===== config.mk =====
export PLATFORM = sky130hd
export DESIGN_NAME = dual_timer
export DESIGN_NICKNAME = d
export VERILOG_FILES = /design/src/rtl/dtmr_pkg.sv /design/src/rtl/dtmr_gate_sync.sv /design/src/rtl/dtmr_chan.sv /design/src/rtl/dual_timer.sv
export SDC_FILE = /design/constraint.sdc
export NUM_CORES = 1
export LEC_CHECK = 0
export BUFFER_PORTS_ARGS = -buffer_cell sky130_fd_sc_hd__buf_2
export CORE_MARGIN = 3
export CORE_UTILIZATION = 25
export DETAILED_ROUTE_END_ITERATION = 10
export GPL_TIMING_DRIVEN = 0
export SLEW_MARGIN = 20
export SYNTH_ARGS = -nofsm -noshare
export SYNTH_HDL_FRONTEND = slang
export SYNTH_HIERARCHICAL = 1
export SYNTH_SLANG_ARGS = --single-unit

===== constraint.sdc =====
create_clock -name clk -period 2.02 [get_ports clk]
set_input_delay 0.101 -clock clk [delete_from_list [all_inputs] [get_ports clk]]
set_output_delay 0.101 -clock clk [all_outputs]
set_load 0.005 [all_outputs]

===== src/rtl/dtmr_pkg.sv =====
package dtmr_pkg;
  localparam int BYTE_W = 8;
  localparam int PRE_W  = 5;
  localparam int ADDR_W = 3;
  localparam int N_TMR  = 2;

  typedef enum logic [1:0] {
    MODE_13     = 2'b00,
    MODE_16     = 2'b01,
    MODE_RELOAD = 2'b10,
    MODE_SPLIT  = 2'b11
  } tmode_e;

  localparam logic [ADDR_W-1:0] A_CFG  = 3'd0;
  localparam logic [ADDR_W-1:0] A_T0L  = 3'd1;
  localparam logic [ADDR_W-1:0] A_T0H  = 3'd2;
  localparam logic [ADDR_W-1:0] A_T1L  = 3'd3;
  localparam logic [ADDR_W-1:0] A_T1H  = 3'd4;
  localparam logic [ADDR_W-1:0] A_FLAG = 3'd5;

  localparam logic [BYTE_W-1:0] CFG_MASK = 8'hBB;
endpackage


===== src/rtl/dtmr_gate_sync.sv =====
module dtmr_gate_sync #(
  parameter int N      = 2,
  parameter int STAGES = 2
) (
  input  logic         clk,
  input  logic         rst_n,
  input  logic [N-1:0] async_n,
  output logic [N-1:0] sync_n
);
  for (genvar g = 0; g < N; g++) begin : g_ch
    logic [STAGES-1:0] sh;
    always_ff @(posedge clk or negedge rst_n) begin
      if (!rst_n) sh <= '1;
      else        sh <= {sh[STAGES-2:0], async_n[g]};
    end
    assign sync_n[g] = sh[STAGES-1];
  end
endmodule


===== src/rtl/dtmr_chan.sv =====
module dtmr_chan
  import dtmr_pkg::*;
#(
  parameter bit CAN_SPLIT = 1'b1
) (
  input  logic              clk,
  input  logic              rst_n,
  input  tmode_e            mode,
  input  logic              step_lo,
  input  logic              step_hi,
  input  logic              wr_lo,
  input  logic              wr_hi,
  input  logic [BYTE_W-1:0] wdata,
  output logic [BYTE_W-1:0] lo_q,
  output logic [BYTE_W-1:0] hi_q,
  output logic              wrap_lo,
  output logic              wrap_hi
);
  logic [BYTE_W-1:0] lo_n, hi_n;
  logic              blk;

  always_comb begin
    lo_n    = lo_q;
    hi_n    = hi_q;
    wrap_lo = 1'b0;
    wrap_hi = 1'b0;
    blk     = wr_lo | wr_hi;
    case (mode)
      MODE_13: begin
        if (step_lo && !blk) begin
          if (&lo_q[PRE_W-1:0]) begin
            lo_n[PRE_W-1:0] = '0;
            hi_n            = hi_q + 1'b1;
            wrap_lo         = &hi_q;
          end else begin
            lo_n[PRE_W-1:0] = lo_q[PRE_W-1:0] + 1'b1;
          end
        end
      end
      MODE_16: begin
        if (step_lo && !blk) begin
          {hi_n, lo_n} = {hi_q, lo_q} + 1'b1;
          wrap_lo      = &{hi_q, lo_q};
        end
      end
      MODE_RELOAD: begin
        if (step_lo && !blk) begin
          if (&lo_q) begin
            lo_n    = hi_q;
            wrap_lo = 1'b1;
          end else begin
            lo_n = lo_q + 1'b1;
          end
        end
      end
      MODE_SPLIT: begin
        if (CAN_SPLIT) begin
          if (step_lo && !wr_lo) begin
            lo_n    = lo_q + 1'b1;
            wrap_lo = &lo_q;
          end
          if (step_hi && !wr_hi) begin
            hi_n    = hi_q + 1'b1;
            wrap_hi = &hi_q;
          end
        end
      end
      default: ;
    endcase
    if (wr_lo) lo_n = wdata;
    if (wr_hi) hi_n = wdata;
  end

  always_ff @(posedge clk or negedge rst_n) begin
    if (!rst_n) begin
      lo_q <= '0;
      hi_q <= '0;
    end else begin
      lo_q <= lo_n;
      hi_q <= hi_n;
    end
  end
endmodule


===== src/rtl/dual_timer.sv =====
module dual_timer
  import dtmr_pkg::*;
(
  input  logic              clk,
  input  logic              rst_n,
  input  logic              tick,
  input  logic [1:0]        run_en,
  input  logic [1:0]        gate_n,
  input  logic [2:0]        bus_addr,
  input  logic              bus_we,
  input  logic [7:0]        bus_wdata,
  output logic [7:0]        bus_rdata,
  output logic [1:0]        ovf_flag
);
  logic [BYTE_W-1:0] cfg_q;
  logic [N_TMR-1:0]  gsync_n, run_ok, ovf_q, set_v;
  logic [BYTE_W-1:0] t0_lo_q, t0_hi_q, t1_lo_q, t1_hi_q;
  logic              t0_wrap_lo, t0_wrap_hi, t1_wrap_lo, t1_wrap_hi;
  tmode_e            t0_mode, t1_mode;
  logic              split0;

  assign t0_mode = tmode_e'(cfg_q[1:0]);
  assign t1_mode = tmode_e'(cfg_q[5:4]);
  assign split0  = (t0_mode == MODE_SPLIT);

  always_ff @(posedge clk or negedge rst_n) begin
    if (!rst_n)                          cfg_q <= '0;
    else if (bus_we && bus_addr == A_CFG) cfg_q <= bus_wdata & CFG_MASK;
  end

  dtmr_gate_sync #(.N(N_TMR), .STAGES(2)) u_sync (
    .clk     (clk),
    .rst_n   (rst_n),
    .async_n (gate_n),
    .sync_n  (gsync_n)
  );

  assign run_ok[0] = run_en[0] & (~cfg_q[3] | ~gsync_n[0]);
  assign run_ok[1] = run_en[1] & (~cfg_q[7] | ~gsync_n[1]);

  dtmr_chan #(.CAN_SPLIT(1'b1)) u_t0 (
    .clk     (clk),
    .rst_n   (rst_n),
    .mode    (t0_mode),
    .step_lo (tick & run_ok[0]),
    .step_hi (tick & run_en[1]),
    .wr_lo   (bus_we && bus_addr == A_T0L),
    .wr_hi   (bus_we && bus_addr == A_T0H),
    .wdata   (bus_wdata),
    .lo_q    (t0_lo_q),
    .hi_q    (t0_hi_q),
    .wrap_lo (t0_wrap_lo),
    .wrap_hi (t0_wrap_hi)
  );

  dtmr_chan #(.CAN_SPLIT(1'b0)) u_t1 (
    .clk     (clk),
    .rst_n   (rst_n),
    .mode    (t1_mode),
    .step_lo (tick & run_ok[1]),
    .step_hi (1'b0),
    .wr_lo   (bus_we && bus_addr == A_T1L),
    .wr_hi   (bus_we && bus_addr == A_T1H),
    .wdata   (bus_wdata),
    .lo_q    (t1_lo_q),
    .hi_q    (t1_hi_q),
    .wrap_lo (t1_wrap_lo),
    .wrap_hi (t1_wrap_hi)
  );

  assign set_v[0] = t0_wrap_lo;
  assign set_v[1] = split0 ? t0_wrap_hi : (t1_wrap_lo | t1_wrap_hi);

  always_ff @(posedge clk or negedge rst_n) begin
    if (!rst_n)
      ovf_q <= '0;
    else if (bus_we && bus_addr == A_FLAG)
      ovf_q <= (ovf_q & bus_wdata[N_TMR-1:0]) | set_v;
    else
      ovf_q <= ovf_q | set_v;
  end

  assign ovf_flag = ovf_q;

  always_comb begin
    case (bus_addr)
      A_CFG:   bus_rdata = cfg_q;
      A_T0L:   bus_rdata = t0_lo_q;
      A_T0H:   bus_rdata = t0_hi_q;
      A_T1L:   bus_rdata = t1_lo_q;
      A_T1H:   bus_rdata = t1_hi_q;
      A_FLAG:  bus_rdata = {{(BYTE_W-N_TMR){1'b0}}, ovf_q};
      default: bus_rdata = '0;
    endcase
  end
endmodule


==> results.md <==
- Outcome: completed
- Slew margin rel.: about three fifths
- Initial DRT Pass Iterations: 5
- Routed WL per cell: ~19 microns
- Gr ovfl total: 0
- WHS: ~0.11 ns
- Largest net degree at the start of global routing: 45
- Clock root buffer: clkbuf_16
- Multi-input logic area: ~2600 sq um
- Gp weighted congestion: ~0.95
- Clk_skew: 0.00661 ns
- Final hold viol count: 0
- Total Nets Final: 525
- Final WL: around 13,000 microns
- Die area: approximately 16,000 sq um
- Most frequent cells in the layout: nand2_1, buf_2, dfrtp_1, buf_4, a21oi_1
- Period utilisation layout: 99.0%
- Number of global-route vias before repair: around 3,700
- PwrDens: 1100 nW/um^2
- RR Endpoint: u_t1/hi_q[3]
- # setup viols final: 0
- Commonest non-fill, non-tap cell in the layout: nand2_1
- Measured slew at the worst slew-check pin: a little over 0.6 ns
- Placement Setup Slack: -0.402 ns
- Antenna Nets Post-Route: 0
- DRC Markers: 0
- Worst-path clk slew: about 0.070 ns
- Initial antenna violation count: 0
- Total track usage: about 16%
- Worst skew pair latency: 0.30 ns
- R2R Setup Slk: 0.02 ns
- CTS tree: built
- Synthesis-to-layout area growth: 26.8%
- Post-DP Area: roughly 4100 sq um
- Worst hold path class: in2reg
- CTS Buf Count: 5
- CTS sink cnt: between 40 and 50
- Std-Cell Rows: 43
- Post-DP HPWL: approximately 9400 microns
- Synthesized Nets: approximately 470
- Worst VDD drop: 447 uV
- Clock Tree Buf Depth: 2
- Vias: roughly 3,800
- Worst Path Required: roughly 2.2 ns
- Crit end category: flip-flop
- Fmax: 500 MHz
- Worst hold stages: 3
- Leak Pwr: 1.86 nW
- Starting Density: approximately a quarter
- Core Region: approximately 14,000 sq um
- Slack of the critical path: between 0.02 and 0.025 ns
- Number of antenna diodes: 0
- Post-Syn Area: approximately 3700 sq um
- Number of vias per cell: ~5.6
- CP Max Fanout: 10
- Die Height: 128 microns
- RSZ-0062 raised after global routing: true
- Fin crit period: roughly 2 ns
- Nature of the critical path startpoint: input port
- MaxCap Viol Count: 0
- H-tree depth reported by CTS: 2
- CP Class: in2reg
- Die W: approximately 130 microns
- Ys Warns: 6
- Register area: 1120 sq um
- I/O Pins: 29
- DR iter-0 viols: around 450
- Max Slew Vio Count: 0
- Sink of the worst hold path: u_t0/hi_q[6]
- FILL cells: 1,481
- HP Start: bus_wdata[6]
- Worst R2R Path Depth: 7
- Design Area, Final: ~4700 sq um
- Mean Syn Cell Area: 8.56 sq um
- Reg2Reg Launch Point: cfg_q[7]
- Share of layout cells above drive strength 1: between 30% and 40%
- CP arrival: around 2.2 ns
- Post-Synthesis Cells: approximately 430
- First-pass GRT wire length: approximately 21,000 microns
- Input/output buffers: 26
-- critical path: stages --
cell	delay, ns
buf_2	0.11
buf_2	0.20
buf_4	0.21
and3_1	0.24
or3b_4	0.42
a211oi_4	0.21
buf_6	0.18
nor2_4	0.04
a21o_1	0.16
a221o_1	0.29
-- report_power, final --
part / switching, W / total (W) / internal [W] / leakage (nW)
clock network: 0.000395 / 0.000984 / 0.000589 / 0.0804
registers: 0.000603 / 0.00179 / 0.00119 / 0.515
logic: 0.00122 / 0.00238 / 0.00117 / 1.27
total: 0.00221 / 0.00516 / 0.00294 / 1.86
-- stage by stage --
| stage | cells | total power (W) | util, % | setup TNS, ns |
|---|---|---|---|---|
| final | 674 | 0.00516 | 33.1 | 0 |
| after global routing | 674 | 0.00547 | 33.1 | -0.264 |
| after CTS | 663 | 0.00489 | 31.6 | -0.0630 |
| after detailed placement | 639 | 0.00364 | 28.6 | -6.17 |
| after global placement | 639 | 0.00359 | 28.6 | -5.21 |
| after floorplan | 433 | 0.00298 | - | 0 |
-- layer usage --
metal	routed length [microns]	GRT usage (%)	share of wire [%]	vias up
met1	6000	22.7	46	1810
met4	256	4.12	2.0	0
met3	974	2.75	7.5	27
met2	5840	24.7	45	199
met5	0	0	0	-
li1	-	-	-	1735
-- state kept, by name (all words and copies together), names as in the netlist --
signal and flops:
u_t0/hi_q 8, u_t0/lo_q 8, u_t1/hi_q 8, u_t1/lo_q 8
cfg_q 6, u_sync/g_ch.sh 4, ovf_flag 2
-- what timing repair did --
item | CTS | global route
cloned | 0 | 1
endpoints found under the hold margin | 2 | 40
endpoints found under the setup margin | 29 | 28
resized for setup | 38 | 34
setup buffers | 15 | 13
hold buffers | 2 | 1
pin swaps | 12 | 19
-- layout make-up --
cell class                      count  share of cell area (%)
Multi-Input combinational cell    342                    54.6
Sequential cell                    44                    23.8
Timing Repair Buffer               58                    8.49
Tap cell                          180                    4.79
Buffer                             22                    3.06
Clock buffer                        5                    2.66
Inverter                           20                    1.65
Clock inverter                      3                   0.985
-- worst max-delay path by stage --
stage | slack, ns | end | cells after the start | start
2_1_floorplan | 0.03 | u_t1/hi_q[3] | 9 | bus_addr[1]
3_3_place_gp | -0.43 | ovf_flag[1] | 8 | u_t1/lo_q[0]
3_5_place_dp | -0.40 | ovf_flag[1] | 8 | u_t1/lo_q[0]
4_1_cts | -0.05 | ovf_flag[1] | 7 | u_t1/lo_q[4]
5_1_grt | -0.08 | u_t1/hi_q[3] | 7 | cfg_q[7]
6_report | 0.02 | u_t1/hi_q[3] | 10 | bus_addr[1]
Power figures use the tool's default switching activity.
